**config.mk**
```make
export PLATFORM = sky130hd
export DESIGN_NAME = rowhit_sched
export DESIGN_NICKNAME = d
export VERILOG_FILES = /design/src/rtl/rhs_pkg.sv /design/src/rtl/rhs_bank_table.sv /design/src/rtl/rhs_pick.sv /design/src/rtl/rhs_close_policy.sv /design/src/rtl/rowhit_sched.sv
export SDC_FILE = /design/constraint.sdc
export NUM_CORES = 1
export LEC_CHECK = 0
export ABC_CLOCK_PERIOD_IN_PS = 49000
export BUFFER_PORTS_ARGS = -buffer_cell sky130_fd_sc_hd__buf_2
export CORE_MARGIN = 2
export CORE_UTILIZATION = 55
export DETAILED_ROUTE_END_ITERATION = 10
export PLACE_DENSITY_LB_ADDON = 0.25
export SYNTH_ARGS = -nofsm -noshare
export SYNTH_HDL_FRONTEND = slang
export SYNTH_HIERARCHICAL = 1
export SYNTH_SLANG_ARGS = --single-unit
export TNS_END_PERCENT = 10
```
**constraint.sdc**
```tcl
create_clock -name clk -period 49 [get_ports clk]
set_clock_uncertainty 0.15 [all_clocks]
set_input_delay 12.25 -clock clk [delete_from_list [all_inputs] [get_ports clk]]
set_output_delay 12.25 -clock clk [all_outputs]
set_load 0.01 [all_outputs]
```
**src/rtl/rhs_pkg.sv**
```systemverilog
package rhs_pkg;

    localparam int DEF_QDEPTH = 8;
    localparam int DEF_NBANK  = 8;
    localparam int DEF_ROW_W  = 8;
    localparam int DEF_TIME_W = 8;

    typedef enum logic [1:0] {
        PICK_NONE = 2'd0,
        PICK_HIT  = 2'd1,
        PICK_MISS = 2'd2
    } pick_kind_e;

    typedef enum logic {
        DIR_READ  = 1'b0,
        DIR_WRITE = 1'b1
    } dir_e;

    function automatic int idx_width(input int n);
        return (n <= 2) ? 1 : $clog2(n);
    endfunction

endpackage

```
**src/rtl/rhs_bank_table.sv**
```systemverilog
module rhs_bank_table #(
    parameter int NBANK  = rhs_pkg::DEF_NBANK,
    parameter int ROW_W  = rhs_pkg::DEF_ROW_W,
    parameter int BANK_W = rhs_pkg::idx_width(NBANK)
) (
    input  logic              clk,
    input  logic              rst,
    input  logic              act_valid,
    input  logic [BANK_W-1:0] act_bank,
    input  logic [ROW_W-1:0]  act_row,
    input  logic              pre_valid,
    input  logic [BANK_W-1:0] pre_bank,
    input  logic              ap_valid,
    input  logic [BANK_W-1:0] ap_bank,
    output logic [NBANK-1:0]  open_vld,
    output logic [ROW_W-1:0]  open_row [NBANK]
);

    generate
        for (genvar b = 0; b < NBANK; b++) begin : g_bank
            logic do_act;
            logic do_close;
            assign do_act   = act_valid && (act_bank == BANK_W'(b));
            assign do_close = (pre_valid && (pre_bank == BANK_W'(b))) ||
                              (ap_valid  && (ap_bank  == BANK_W'(b)));

            always_ff @(posedge clk) begin
                if (rst) begin
                    open_vld[b] <= 1'b0;
                    open_row[b] <= '0;
                end else if (do_act) begin
                    open_vld[b] <= 1'b1;
                    open_row[b] <= act_row;
                end else if (do_close) begin
                    open_vld[b] <= 1'b0;
                end
            end
        end
    endgenerate

endmodule

```
**src/rtl/rhs_pick.sv**
```systemverilog
module rhs_pick #(
    parameter int QDEPTH = rhs_pkg::DEF_QDEPTH,
    parameter int NBANK  = rhs_pkg::DEF_NBANK,
    parameter int ROW_W  = rhs_pkg::DEF_ROW_W,
    parameter int TIME_W = rhs_pkg::DEF_TIME_W,
    parameter int BANK_W = rhs_pkg::idx_width(NBANK),
    parameter int IDX_W  = rhs_pkg::idx_width(QDEPTH),
    parameter bit DIR    = 1'b0
) (
    input  logic [QDEPTH-1:0]  valid,
    input  logic [QDEPTH-1:0]  write,
    input  logic [BANK_W-1:0]  bank [QDEPTH],
    input  logic [ROW_W-1:0]   row  [QDEPTH],
    input  logic [NBANK-1:0]   open_vld,
    input  logic [ROW_W-1:0]   open_row [NBANK],
    input  logic [TIME_W-1:0]  ready [NBANK],
    output rhs_pkg::pick_kind_e kind,
    output logic [IDX_W-1:0]   idx
);
    import rhs_pkg::*;

    logic [QDEPTH-1:0] elig;
    logic [QDEPTH-1:0] hit;
    logic [TIME_W-1:0] ent_t [QDEPTH];

    generate
        for (genvar i = 0; i < QDEPTH; i++) begin : g_ent
            assign elig[i]  = valid[i] && (write[i] == DIR);
            assign hit[i]   = elig[i] && open_vld[bank[i]] &&
                              (open_row[bank[i]] == row[i]);
            assign ent_t[i] = ready[bank[i]];
        end
    endgenerate

    logic [TIME_W-1:0] best_t;
    logic              found;

    always_comb begin
        kind   = PICK_NONE;
        idx    = '0;
        best_t = '0;
        found  = 1'b0;
        // highest index first so the lowest hit overwrites last
        for (int i = QDEPTH - 1; i >= 0; i--) begin
            if (hit[i]) begin
                kind = PICK_HIT;
                idx  = IDX_W'(i);
            end
        end
        if (kind == PICK_NONE) begin
            for (int i = 0; i < QDEPTH; i++) begin
                if (elig[i] && (!found || (ent_t[i] < best_t))) begin
                    found  = 1'b1;
                    best_t = ent_t[i];
                    idx    = IDX_W'(i);
                end
            end
            if (found) kind = PICK_MISS;
        end
    end

endmodule

```
**src/rtl/rhs_close_policy.sv**
```systemverilog
module rhs_close_policy #(
    parameter int QDEPTH = rhs_pkg::DEF_QDEPTH,
    parameter int ROW_W  = rhs_pkg::DEF_ROW_W,
    parameter int BANK_W = 3,
    parameter int IDX_W  = rhs_pkg::idx_width(QDEPTH)
) (
    input  logic [QDEPTH-1:0] valid,
    input  logic [BANK_W-1:0] bank [QDEPTH],
    input  logic [ROW_W-1:0]  row  [QDEPTH],
    input  logic              sel_valid,
    input  logic [IDX_W-1:0]  sel_idx,
    output logic              autopre
);

    logic [BANK_W-1:0] sel_bank;
    logic [ROW_W-1:0]  sel_row;
    logic              keep;
    logic              conflict;

    assign sel_bank = bank[sel_idx];
    assign sel_row  = row[sel_idx];

    always_comb begin
        keep     = 1'b0;
        conflict = 1'b0;
        for (int j = 0; j < QDEPTH; j++) begin
            if (valid[j] && (IDX_W'(j) != sel_idx) && (bank[j] == sel_bank)) begin
                if (row[j] == sel_row) keep     = 1'b1;
                else                   conflict = 1'b1;
            end
        end
    end

    assign autopre = sel_valid && conflict && !keep;

endmodule

```
**src/rtl/rowhit_sched.sv**
```systemverilog
module rowhit_sched #(
    parameter int QDEPTH = rhs_pkg::DEF_QDEPTH,
    parameter int NBANK  = rhs_pkg::DEF_NBANK,
    parameter int ROW_W  = rhs_pkg::DEF_ROW_W,
    parameter int TIME_W = rhs_pkg::DEF_TIME_W,
    localparam int BANK_W = rhs_pkg::idx_width(NBANK),
    localparam int IDX_W  = rhs_pkg::idx_width(QDEPTH)
) (
    input  logic                       clk,
    input  logic                       rst,
    input  logic [QDEPTH-1:0]          q_valid_i,
    input  logic [QDEPTH-1:0]          q_write_i,
    input  logic [QDEPTH*BANK_W-1:0]   q_bank_i,
    input  logic [QDEPTH*ROW_W-1:0]    q_row_i,
    input  logic [NBANK*TIME_W-1:0]    bank_ready_i,
    input  logic                       drain_writes_i,
    input  logic                       act_valid_i,
    input  logic [BANK_W-1:0]          act_bank_i,
    input  logic [ROW_W-1:0]           act_row_i,
    input  logic                       pre_valid_i,
    input  logic [BANK_W-1:0]          pre_bank_i,
    input  logic                       issue_i,
    output logic                       grant_valid_o,
    output logic [IDX_W-1:0]           grant_idx_o,
    output logic                       grant_hit_o,
    output logic                       grant_autopre_o
);
    import rhs_pkg::*;

    // registered snapshot of the queue and bank availability
    logic [QDEPTH-1:0] snap_valid;
    logic [QDEPTH-1:0] snap_write;
    logic [BANK_W-1:0] snap_bank  [QDEPTH];
    logic [ROW_W-1:0]  snap_row   [QDEPTH];
    logic [TIME_W-1:0] snap_ready [NBANK];
    logic              snap_dir;

    always_ff @(posedge clk) begin
        if (rst) begin
            snap_valid <= '0;
            snap_write <= '0;
            snap_dir   <= DIR_READ;
            for (int i = 0; i < QDEPTH; i++) begin
                snap_bank[i] <= '0;
                snap_row[i]  <= '0;
            end
            for (int b = 0; b < NBANK; b++) snap_ready[b] <= '0;
        end else begin
            snap_valid <= q_valid_i;
            snap_write <= q_write_i;
            snap_dir   <= drain_writes_i;
            for (int i = 0; i < QDEPTH; i++) begin
                snap_bank[i] <= q_bank_i[i*BANK_W +: BANK_W];
                snap_row[i]  <= q_row_i[i*ROW_W +: ROW_W];
            end
            for (int b = 0; b < NBANK; b++)
                snap_ready[b] <= bank_ready_i[b*TIME_W +: TIME_W];
        end
    end

    // open-row table
    logic [NBANK-1:0]  open_vld;
    logic [ROW_W-1:0]  open_row [NBANK];
    logic              ap_valid;
    logic [BANK_W-1:0] grant_bank;
    logic [ROW_W-1:0]  grant_row;

    assign grant_bank = snap_bank[grant_idx_o];
    assign grant_row  = snap_row[grant_idx_o];
    assign ap_valid   = issue_i && grant_valid_o && grant_autopre_o;

    rhs_bank_table #(
        .NBANK (NBANK),
        .ROW_W (ROW_W),
        .BANK_W(BANK_W)
    ) u_table (
        .clk      (clk),
        .rst      (rst),
        .act_valid(act_valid_i),
        .act_bank (act_bank_i),
        .act_row  (act_row_i),
        .pre_valid(pre_valid_i),
        .pre_bank (pre_bank_i),
        .ap_valid (ap_valid),
        .ap_bank  (grant_bank),
        .open_vld (open_vld),
        .open_row (open_row)
    );

    // one selector per direction, identical logic
    pick_kind_e       dir_kind [2];
    logic [IDX_W-1:0] dir_idx  [2];

    generate
        for (genvar d = 0; d < 2; d++) begin : g_dir
            rhs_pick #(
                .QDEPTH(QDEPTH),
                .NBANK (NBANK),
                .ROW_W (ROW_W),
                .TIME_W(TIME_W),
                .BANK_W(BANK_W),
                .IDX_W (IDX_W),
                .DIR   (d[0])
            ) u_pick (
                .valid   (snap_valid),
                .write   (snap_write),
                .bank    (snap_bank),
                .row     (snap_row),
                .open_vld(open_vld),
                .open_row(open_row),
                .ready   (snap_ready),
                .kind    (dir_kind[d]),
                .idx     (dir_idx[d])
            );
        end
    endgenerate

    pick_kind_e sel_kind;
    assign sel_kind      = dir_kind[snap_dir];
    assign grant_idx_o   = dir_idx[snap_dir];
    assign grant_valid_o = (sel_kind != PICK_NONE);
    assign grant_hit_o   = (sel_kind == PICK_HIT);

    rhs_close_policy #(
        .QDEPTH(QDEPTH),
        .ROW_W (ROW_W),
        .BANK_W(BANK_W),
        .IDX_W (IDX_W)
    ) u_close (
        .valid    (snap_valid),
        .bank     (snap_bank),
        .row      (snap_row),
        .sel_valid(grant_valid_o),
        .sel_idx  (grant_idx_o),
        .autopre  (grant_autopre_o)
    );

endmodule


```
; After elaboration in Yosys (flattened, before gate mapping)
; Index checks and enable logic that the tools add are counted.
[op_classes]
n_lt_le_gt_ge = 32
eq_ne = 53
mux = 238
bitwise = 18
reduce_logical = 158
[op_table]
columns = operator, count
row1 = two-way mux 8 bit, 62
row2 = binary-select mux 8 bit (select 3 bit), 17
row3 = equality test 8 bit, 16
row4 = two-way mux 3 bit, 39
row5 = less-than comparator 8 bit, 14
row6 = logical AND 1 bit, 106
row7 = two-way mux 1 bit, 90
row8 = two-way mux 2 bit, 21
row9 = equality test 3 bit (second input constant), 12
row10 = >= comparator 4 bit (second input constant), 9
row11 = inverter 3 -> 4 bit, 9
row12 = less-than comparator 3 x 4 -> 1 bit (second input constant), 8
row13 = binary-select mux 1 bit (select 3 bit), 8
row14 = equality test 3 bit, 8
row15 = logical OR 1 bit, 22
row16 = equality test 3 x 2 -> 1 bit (second input constant), 6
row17 = nonzero test 2 bit, 9
row18 = logical NOT 1 bit, 15
row19 = != test 3 bit (first input constant), 4
row20 = binary-select mux 3 bit (select 3 bit), 1
row21 = equality test 3 x 1 -> 1 bit (second input constant), 3
row22 = logical NOT 3 bit, 3
row23 = inverter 1 bit, 8
row24 = != test 2 x 3 -> 1 bit (first input constant), 2
row25 = other kinds (6), 7
[word_totals]
ff_bits = 241
inputBits = 188
out_inout_bits = 6
word_cells = 542

; Longest topological paths before layout
; Gate-level depths: netlist of the first run.
[logic_depth]
depth_word = 82
mapped_depth = 89
ltp_nobuf = 77

; By module
; The synthesis of the first run kept the hierarchy.
[by_module_without_submodules]
columns = module, instances, cells_each, area_per_inst_um2, seq_area_each_um2
row1 = rhs_pick at g_dir[1].u_pick, 1, 926, 10989.3, 0.0
row2 = rhs_pick at g_dir[0].u_pick, 1, 902, 10829.1, 0.0
row3 = rowhit_sched, 1, 408, 4865.9, 3383.2
row4 = rhs_bank_table, 1, 332, 2793.9, 1441.4
row5 = rhs_close_policy, 1, 247, 2094.5, 0.0

; Worst setup path after synthesis of the first run
; OpenSTA, ideal clock, no wires.
[synth_timing]
path_kind = flip-flop to output port
startpoint = reg snap_bank[18] (netlist bit)
endpoint = out grant_autopre_o
arrival_ns = 16.156
required_time_ns = 36.600
path_slack_ns = 20.444
stages_incl_launch_ff = 78
n_path_buf = 12
cell_sequence = dfxtp_1 -> clkbuf_1 -> buf_1 -> mux4_2 -> mux2_2 -> ha_1 -> a211o_1 -> o31ai_2 -> clkbuf_1 -> a21oi_1 -> a31oi_1 -> ha_1 -> a2111o_1 -> a221oi_4 -> a21boi_2 -> buf_2 -> mux2i_1 -> ha_1 -> [... 42 more ...] -> nor2_1 -> a21boi_0 -> a41oi_1 -> a21boi_2 -> o21ai_1 -> mux2_4 -> buf_6 -> buf_4 -> buf_2 -> nor2_1 -> a21oi_1 -> nand3_1 -> and2_1 -> nor4_1 -> nand3_1 -> a22o_1 -> nor4_1 -> nor3_1
[synth_rtl]
columns = item, line
row1 = "start, declared", rowhit_sched.sv:33  ; logic [BANK_W-1:0] snap_bank [QDEPTH];
row2 = "start signal, assigned by index", rowhit_sched.sv:53  ; snap_bank[i] <= q_bank_i[i*BANK_W +: BANK_W];
row3 = "end, declared", rowhit_sched.sv:26  ; output logic grant_autopre_o

==> Implementation_results.wiki, run 1 <==
{| class="wikitable"
! Metric !! Value
|-
| Outcome || finished with violations
|-
| Violations in the final reports || max-capacitance violations
|-
| Leakage power summed over all cells || 11.6 nW
|-
| Unique cell type count in the Yosys netlist || 96
|-
| Cts hold-fix bufs || 0
|-
| Part of the Yosys area used for sequential elements || 15.3%
|-
| Pins over their slew limit || 0
|-
| Detail Placement HPWL || 83800 um
|-
| Number of instances in the synthesized netlist || around 2800
|-
| Transition time of the tightest slew-check pin || 1.49 ns
|-
| Count of nets left with antenna violations after detail routing || 0
|-
| PostCTS Resize Cnt || 0
|-
| Iteration-0 DRC Markers || 4132
|-
| Buffer count from post-CTS setup fixing || 0
|-
| Depth of the most critical reg-to-reg path || 70
|-
| Number of nets produced by synthesis || 3099
|-
| Highest fanout seen on the critical path || 45
|-
| Post-route minimum period || 31.87 ns
|-
| Number of endpoints with negative hold slack in the final report || 0
|-
| Number of design rule violations left after detail routing || 0
|-
| Gp weighted congestion || 0.987
|-
| Number of non-filler instances in the completed layout || 3602
|-
| Area Overhead vs Synth || 6.46%
|-
| Total power divided by cell area || 23.1 mW/mm^2
|-
| CP Data Arrival Time || 19.47 ns
|-
| Per-cell routed wire length || approximately 32 um
|-
| Clock tree root driver cell || sky130_fd_sc_hd__clkbuf_16
|-
| Post-synthesis sequential element count || 241
|-
| Clk Latency, worst-skew pair || 0.60 ns
|-
| Placeable core region || roughly 0.057 mm^2
|-
| Highest attainable clock frequency || between 30 and 40 MHz
|-
| Number of clock sinks || 241
|-
| Normalized max-slew margin || less than 1%
|-
| Starting density of the core || 55.8%
|-
| Aggregate routed wire length || 117000 um
|-
| DRT Pass-1 Iters || 8
|-
| Hold depth || 2
|-
| Final clock period utilization by the worst path || 65.0%
|-
| Number of I/O port buffers || between 150 and 200
|-
| Proportion of synthesized flip-flops having asynchronous set or reset || 0%
|-
| Vertical die dimension || about 240 um
|-
| Clock edge transition at the registers on the reported setup and hold paths || 0.06 ns
|-
| Layout cells sized above 1 || between 30% and 40%
|-
| TritonCTS clock tree || yes
|-
| Number of standard-cell rows in the floorplan || 87
|-
| Max-cap violations || 1
|-
| Worst Setup End Kind || primary output
|-
| Via count of the first global-routing pass || 26400
|-
| Crit-path most repeated cell || sky130_fd_sc_hd__ha_1
|-
| RSZ-0062 raised after global routing || false
|-
| Largest net degree at the start of global routing || 107
|-
| GRT Residual Overflow || 0
|-
| Net count reported at finish || 3112
|-
| Yosys Warn Count || 6
|-
| Category of the critical setup timing path || register to primary output
|-
| Most used flip-flop cell after synthesis || sky130_fd_sc_hd__dfxtp_1
|-
| Critical path's slowest cell || sky130_fd_sc_hd__dfxtp_4
|-
| Biggest cell delay along the critical path || 0.70 ns
|-
| Cell Count Post-Placement || 3556
|-
| Vias || 27700
|-
| PnR worst setup slack || between 15 and 20 ns
|-
| CTS Buf Count || 26
|-
| Post-synthesis instance area || 0.0316 mm^2
|-
| First-pass GRT wire length || 173000 um
|-
| Io pins || 194
|-
| Antenna violations before repair || 5
|-
| Number of buffers on the longest clock path || 3
|-
| Full die area || 0.0593 mm^2
|-
| Count of flip-flops with a built-in enable after synthesis || 0
|-
| Pre-CTS worst setup slack || 18.03 ns
|-
| Total negative setup slack || 0 ns
|-
| Via count normalized by instance count || ~7.7
|-
| Overall routing resource usage || 38.7%
|-
| Worst ir drop on vdd || 0.0277 mV
|-
| Layout Utilization || 59.4%
|-
| Width of the die || between 200 and 250 um
|-
| Number of H-tree branching levels || 1
|-
| Average footprint of a synthesized cell || 11.2 um^2
|-
| Data required time at the worst endpoint || 36.60 ns
|-
| Startpoint class of the critical path || register
|-
| Type of the most critical hold path || register to register
|-
| Setup violators final || 0
|}
[flip-flops by register name (all words and copies together), names as in the netlist]
signal	cells
snap_row	64
snap_valid	8
snap_dir	1
snap_bank	24
u_table/open_row	64
snap_write	8
snap_ready	64
u_table/open_vld	8
[layout by cell type (no fill, tap or decap), types with 52 or more instances in the layout]
cell,count
sky130_fd_sc_hd__mux2i_1,194
sky130_fd_sc_hd__nor2b_1,187
sky130_fd_sc_hd__xnor2_1,161
sky130_fd_sc_hd__nor2_1,103
sky130_fd_sc_hd__xor2_1,52
sky130_fd_sc_hd__dfxtp_1,217
sky130_fd_sc_hd__buf_2,192
sky130_fd_sc_hd__mux2_2,132
sky130_fd_sc_hd__nand2_1,184
sky130_fd_sc_hd__mux4_2,554
sky130_fd_sc_hd__a21oi_1,134
sky130_fd_sc_hd__ha_1,96
[report_power, final]
group          leakage, nW  internal [W]  total [W]  switching, W
combinational         9.19      0.000157   0.000330      0.000172
clock                0.403      0.000109   0.000195     0.0000867
sequential            2.00      0.000205   0.000252     0.0000478
[logic make-up (layout without fill, tap and decap cells)]
group                    count (synthesis)  count (layout)  synth area share, %
buffers and inverters                  292             322                 3.94
flip-flops                             241             241                 15.3
multiplexers                           893             893                 51.3
XOR/XNOR                               213             213                 5.91
AND/OR/NAND/NOR                        702             702                 11.8
other                                    0               1                    0
adder cells (fa/ha/maj)                 96              96                 3.80
AO/OA/AOI/OAI                          378             378                 8.00
[cell usage after synthesis, types with 8 or more instances]
cell / count / share of area (%)
sky130_fd_sc_hd__o22ai_1: 17 / 0.34
sky130_fd_sc_hd__and3_1: 8 / 0.16
sky130_fd_sc_hd__xnor2_1: 161 / 4.5
sky130_fd_sc_hd__a21o_1: 35 / 0.83
sky130_fd_sc_hd__nand2b_1: 21 / 0.42
sky130_fd_sc_hd__nor4_1: 30 / 0.59
sky130_fd_sc_hd__nand4_1: 37 / 0.73
sky130_fd_sc_hd__buf_1: 59 / 0.70
sky130_fd_sc_hd__o31ai_1: 19 / 0.45
sky130_fd_sc_hd__xor2_1: 52 / 1.4
sky130_fd_sc_hd__mux2i_1: 194 / 6.2
sky130_fd_sc_hd__mux2_2: 132 / 4.7
sky130_fd_sc_hd__dfxtp_1: 241 / 15
sky130_fd_sc_hd__a211oi_1: 18 / 0.43
sky130_fd_sc_hd__a31oi_1: 13 / 0.26
sky130_fd_sc_hd__a21oi_1: 134 / 2.1
sky130_fd_sc_hd__a211o_1: 9 / 0.25
sky130_fd_sc_hd__mux4_2: 554 / 40
sky130_fd_sc_hd__and2_1: 10 / 0.20
sky130_fd_sc_hd__clkbuf_1: 126 / 1.5
sky130_fd_sc_hd__inv_1: 48 / 0.57
sky130_fd_sc_hd__buf_4: 11 / 0.26
sky130_fd_sc_hd__nand3_1: 36 / 0.57
sky130_fd_sc_hd__ha_1: 96 / 3.8
sky130_fd_sc_hd__o21ai_0: 36 / 0.57
sky130_fd_sc_hd__nor2_1: 103 / 1.2
sky130_fd_sc_hd__o21a_1: 12 / 0.29
sky130_fd_sc_hd__nor2b_1: 187 / 3.7
sky130_fd_sc_hd__nand2_1: 184 / 2.2
sky130_fd_sc_hd__nor3_1: 36 / 0.57
sky130_fd_sc_hd__buf_2: 40 / 0.63
[per-layer routing]
metal / vias to the layer above / global-route usage, % / part of all wire [%]
li1: 11200 / - / -
met1: 13600 / 53.8 / 36
met2: 2413 / 54.4 / 42
met3: 383 / 14.4 / 17
met4: 12 / 15.3 / 4.9
met5: - / 4.49 / 0.33
[worst paths after layout]
check,startpoint,end,slack (ns)
worst max-delay path,snap_bank[22]$_SDFF_PP0_,grant_autopre_o,17.13
worst min-delay path,u_table/open_row[20]$_SDFFE_PP0P_,u_table/open_row[20]$_SDFFE_PP0P_,0.58
worst max register to register,snap_bank[22]$_SDFF_PP0_,u_table/open_vld[0]$_SDFFE_PP0P_,28.60
worst min register to register,u_table/open_row[20]$_SDFFE_PP0P_,u_table/open_row[20]$_SDFFE_PP0P_,0.58
[critical path, delay by kind of cell (launching register included)]
kind                       cells  cell delay [ns]
adders and majority gates      7             1.87
muxes                          9             3.53
xor gates and xnor gates       1             0.13
buffers and inverters          5             1.67
AOI/OAI and AO/OA             26             5.82
and+or+nand+nor               21             5.12
DFF                            1             0.70
[cell type report]
class	count	area, um^2
multi-input combinational	2282	25500
fill	4769	23000
sequential	241	4890
timing repair buffer	228	1230
tap	756	946
clock buffer	35	714
inverter	49	184
clock inverter	10	119
antenna	1	2.50
[per-stage QoR]
| stage | total power (W) | hold slack, ns | cell area [um^2] |
|---|---|---|---|
| 6_report | 0.000777 | 0.577 | 33600 |
| 5_1_grt | 0.000812 | 0.614 | 33600 |
| 2_1_floorplan | 0.000486 | 0.418 | 31600 |
| 4_1_cts | 0.000771 | 0.555 | 33600 |
| 3_5_place_dp | 0.000574 | 0.547 | 32800 |
| 3_3_place_gp | 0.000567 | 0.513 | 32800 |
Power figures use the tool's default switching activity.
==> run 2, diff against run 1 <==
--- a/config.mk
+++ b/config.mk
@@ -5,7 +5,7 @@
 export SDC_FILE = /design/constraint.sdc
 export NUM_CORES = 1
 export LEC_CHECK = 0
-export ABC_CLOCK_PERIOD_IN_PS = 49000
+export ABC_CLOCK_PERIOD_IN_PS = 32500
 export BUFFER_PORTS_ARGS = -buffer_cell sky130_fd_sc_hd__buf_2
 export CORE_MARGIN = 2
 export CORE_UTILIZATION = 55
==> constraint.sdc (replaced) <==
create_clock -name clk -period 32.5 [get_ports clk]
set_clock_uncertainty 0.15 [all_clocks]
set_input_delay 8.125 -clock clk [delete_from_list [all_inputs] [get_ports clk]]
set_output_delay 8.125 -clock clk [all_outputs]
set_load 0.01 [all_outputs]
==> run 2 against run 1 <==
Effect of this change: cell count grew 0.19%; sequential power grew 52%; routed wire length grew 1.2%; final area grew 0.18%; register-to-register slack lost 17 ns; the run now ends clean; largest cell class unchanged.
==> Implementation_results.wiki, run 2 (synthesized netlist as in run 1, its figures left out) <==
{| class="wikitable"
! Metric !! Value
|-
| Outcome || finished clean
|-
| First-pass GRT wire length || 177000 um (+2.2%)
|-
| Largest net degree at the start of global routing || 103 (-3.7%)
|-
| Total placed instance area || 0.0328 mm^2 (about the same)
|-
| Detail Placement HPWL || 84000 um (+0.29%)
|-
| Biggest cell delay along the critical path || 0.92 ns (+0.22 ns)
|-
| Total power after layout || 0.00119 W (+53%)
|-
| Max-cap violations || 0 (-1)
|-
| Crit-path most repeated cell || sky130_fd_sc_hd__a21oi_1
|-
| Iteration-0 DRC Markers || 4614 (+12%)
|-
| Registers with the most flip-flops || snap_ready (64), snap_row (64), u_table/open_row (64)
|-
| Type of the most critical hold path || register to register
|-
| Normalized max-slew margin || 11.6% (+11 points)
|-
| RSZ-0062 raised after global routing || false
|-
| Total negative setup slack || 0 ns (unchanged)
|-
| Setup violators final || 0 (unchanged)
|-
| Number of design rule violations left after detail routing || 0 (unchanged)
|-
| Leakage power summed over all cells || 11.6 nW (+0.32%)
|-
| Number of standard-cell rows in the floorplan || 87 (unchanged)
|-
| Startpoint class of the critical path || register
|-
| Data required time at the worst endpoint || 24.23 ns (-12.37 ns)
|-
| Full die area || 0.0593 mm^2 (unchanged)
|-
| Buffer count from post-CTS setup fixing || 0 (unchanged)
|-
| Layout cells sized above 1 || 35.8% (+0.21 points)
|-
| Largest delay contributor family on the critical path || compound AO/OA/AOI/OAI gates
|-
| Clk Latency, worst-skew pair || 0.62 ns (+0.02 ns)
|-
| Number of buffers on the longest clock path || 3 (unchanged)
|-
| Via count of the first global-routing pass || 27200 (+3.0%)
|-
| Finished layout cell area || 0.0337 mm^2 (+0.18%)
|-
| Final clock period utilization by the worst path || 86.8%
|-
| Layout Utilization || 59.5% (+0.11 points)
|-
| Number of buffer and inverter instances along the worst setup path || 6 (+1)
|-
| Worst ir drop on vdd || 0.0398 mV (+43%)
|-
| Via count normalized by instance count || 7.72 (+0.57%)
|-
| Clock tree root driver cell || sky130_fd_sc_hd__clkbuf_16
|-
| Io pins || 194 (unchanged)
|-
| Most used cells in the layout excluding fill and tap cells || sky130_fd_sc_hd__mux4_2 (554), sky130_fd_sc_hd__dfxtp_1 (217), sky130_fd_sc_hd__mux2i_1 (194)
|-
| CTS Buf Count || 27 (+3.8%)
|-
| Pins over their slew limit || 0 (unchanged)
|-
| DRT Pass-1 Iters || 8 (unchanged)
|-
| Clock edge transition at the registers on the reported setup and hold paths || 0.07 ns (about the same)
|-
| Number of I/O port buffers || 193 (unchanged)
|-
| GRT Residual Overflow || 0 (unchanged)
|-
| Commonest non-fill, non-tap cell in the layout || sky130_fd_sc_hd__mux4_2
|-
| Antenna violations before repair || 9 (+4)
|-
| Area Overhead vs Synth || 6.65%
|-
| CP Data Arrival Time || 19.92 ns (+0.45 ns)
|-
| Transition time of the tightest slew-check pin || 1.33 ns (-0.165 ns)
|-
| Tightest hold margin || 0.564 ns (-0.0134 ns)
|-
| Vias || 27900 (+0.77%)
|-
| Number of endpoints with negative hold slack in the final report || 0 (unchanged)
|-
| Highest fanout seen on the critical path || 53 (+18%)
|-
| Gp weighted congestion || 0.971 (-1.6%)
|-
| Vertical die dimension || 244 um (unchanged)
|-
| Starting density of the core || 55.8% (unchanged)
|-
| Count of nets left with antenna violations after detail routing || 0 (unchanged)
|-
| Highest attainable clock frequency || ~35 MHz
|-
| Category of the critical setup timing path || register to primary output
|-
| Width of the die || 244 um (unchanged)
|-
| PostCTS Resize Cnt || 0 (unchanged)
|-
| Overall routing resource usage || 39.5% (+0.80 points)
|-
| Worst Setup End Kind || primary output
|-
| Total power divided by cell area || 35.2 mW/mm^2 (+52%)
|-
| Cts hold-fix bufs || 0 (unchanged)
|-
| TritonCTS clock tree || yes
|-
| Aggregate routed wire length || 118000 um (+1.2%)
|-
| Number of H-tree branching levels || 1 (unchanged)
|-
| Number of clock sinks || 241 (unchanged)
|-
| Net count reported at finish || 3114 (+0.064%)
|-
| Post-route minimum period || ~28 ns
|-
| Critical path's slowest cell || sky130_fd_sc_hd__a31oi_1
|-
| Per-cell routed wire length || 32.8 um (+0.99%)
|-
| Placeable core region || 0.0566 mm^2 (unchanged)
|}
## run 2: cell types whose count changed in the layout (fill, tap and decap cells not counted)
cell,delta
sky130_fd_sc_hd__buf_4,+1
sky130_fd_sc_hd__bufinv_16,-1
sky130_fd_sc_hd__clkbuf_1,-2
sky130_fd_sc_hd__clkbuf_16,+1
sky130_fd_sc_hd__clkbuf_8,+3
sky130_fd_sc_hd__clkinv_2,+3
sky130_fd_sc_hd__clkinv_8,-2
sky130_fd_sc_hd__clkinvlp_4,+1
sky130_fd_sc_hd__diode_2,+1
sky130_fd_sc_hd__inv_16,+1
sky130_fd_sc_hd__inv_8,+1
## run 2: path summary, 6_finish.rpt
path | start | end | slack [ns] | depth (start not counted)
setup / recovery | snap_bank[19]$_SDFF_PP0_ | grant_autopre_o | 4.30 | 72
hold / removal | u_table/open_row[16]$_SDFFE_PP0P_ | u_table/open_row[16]$_SDFFE_PP0P_ | 0.56 | 2
setup reg to reg | snap_bank[19]$_SDFF_PP0_ | u_table/open_vld[0]$_SDFFE_PP0P_ | 11.75 | 74
hold reg to reg | u_table/open_row[16]$_SDFFE_PP0P_ | u_table/open_row[16]$_SDFFE_PP0P_ | 0.56 | 2
## run 2: final cells by class
type / instances / area [um^2]
Antenna cell: 2 / 5.00
Clock buffer: 37 / 773
Clock inverter: 13 / 110
Fill cell: 4630 / 22900
Inverter: 49 / 184
Multi-Input combinational cell: 2282 / 25500
Sequential cell: 241 / 4890
Tap cell: 756 / 946
Timing Repair Buffer: 229 / 1240
## run 2: power breakdown
group	total [W]	leakage, nW	internal (W)	switching [W]
Clock	0.000307	0.434	0.000169	0.000138
Sequential	0.000383	2.00	0.000308	0.0000742
Combinational	0.000497	9.20	0.000237	0.000261
## run 2: metal layers
layer	track usage (%)	wire (um)
met5	2.45	249
met4	16.7	6350
met3	15.9	20700
met2	55.7	48900
met1	53.8	42100
## run 2: worst register-to-register path: cells and delay by family, from the launching register on
| kind | cells | cell delay (ns) |
|---|---|---|
| compound gates | 33 | 8.42 |
| fa+ha+maj | 7 | 2.07 |
| xor+xnor | 1 | 0.11 |
| mux | 8 | 3.18 |
| flops | 1 | 0.56 |
| simple gates | 19 | 4.39 |
| buf+inv | 6 | 1.76 |
## run 2: per-stage QoR
stage | instances | setup slack (ns)
4_1_cts | 3607 | 4.79
3_3_place_gp | 3557 | 5.83
3_5_place_dp | 3557 | 5.50
5_1_grt | 3607 | 2.76
6_report | 3609 | 4.30
2_1_floorplan | 2815 | 8.07
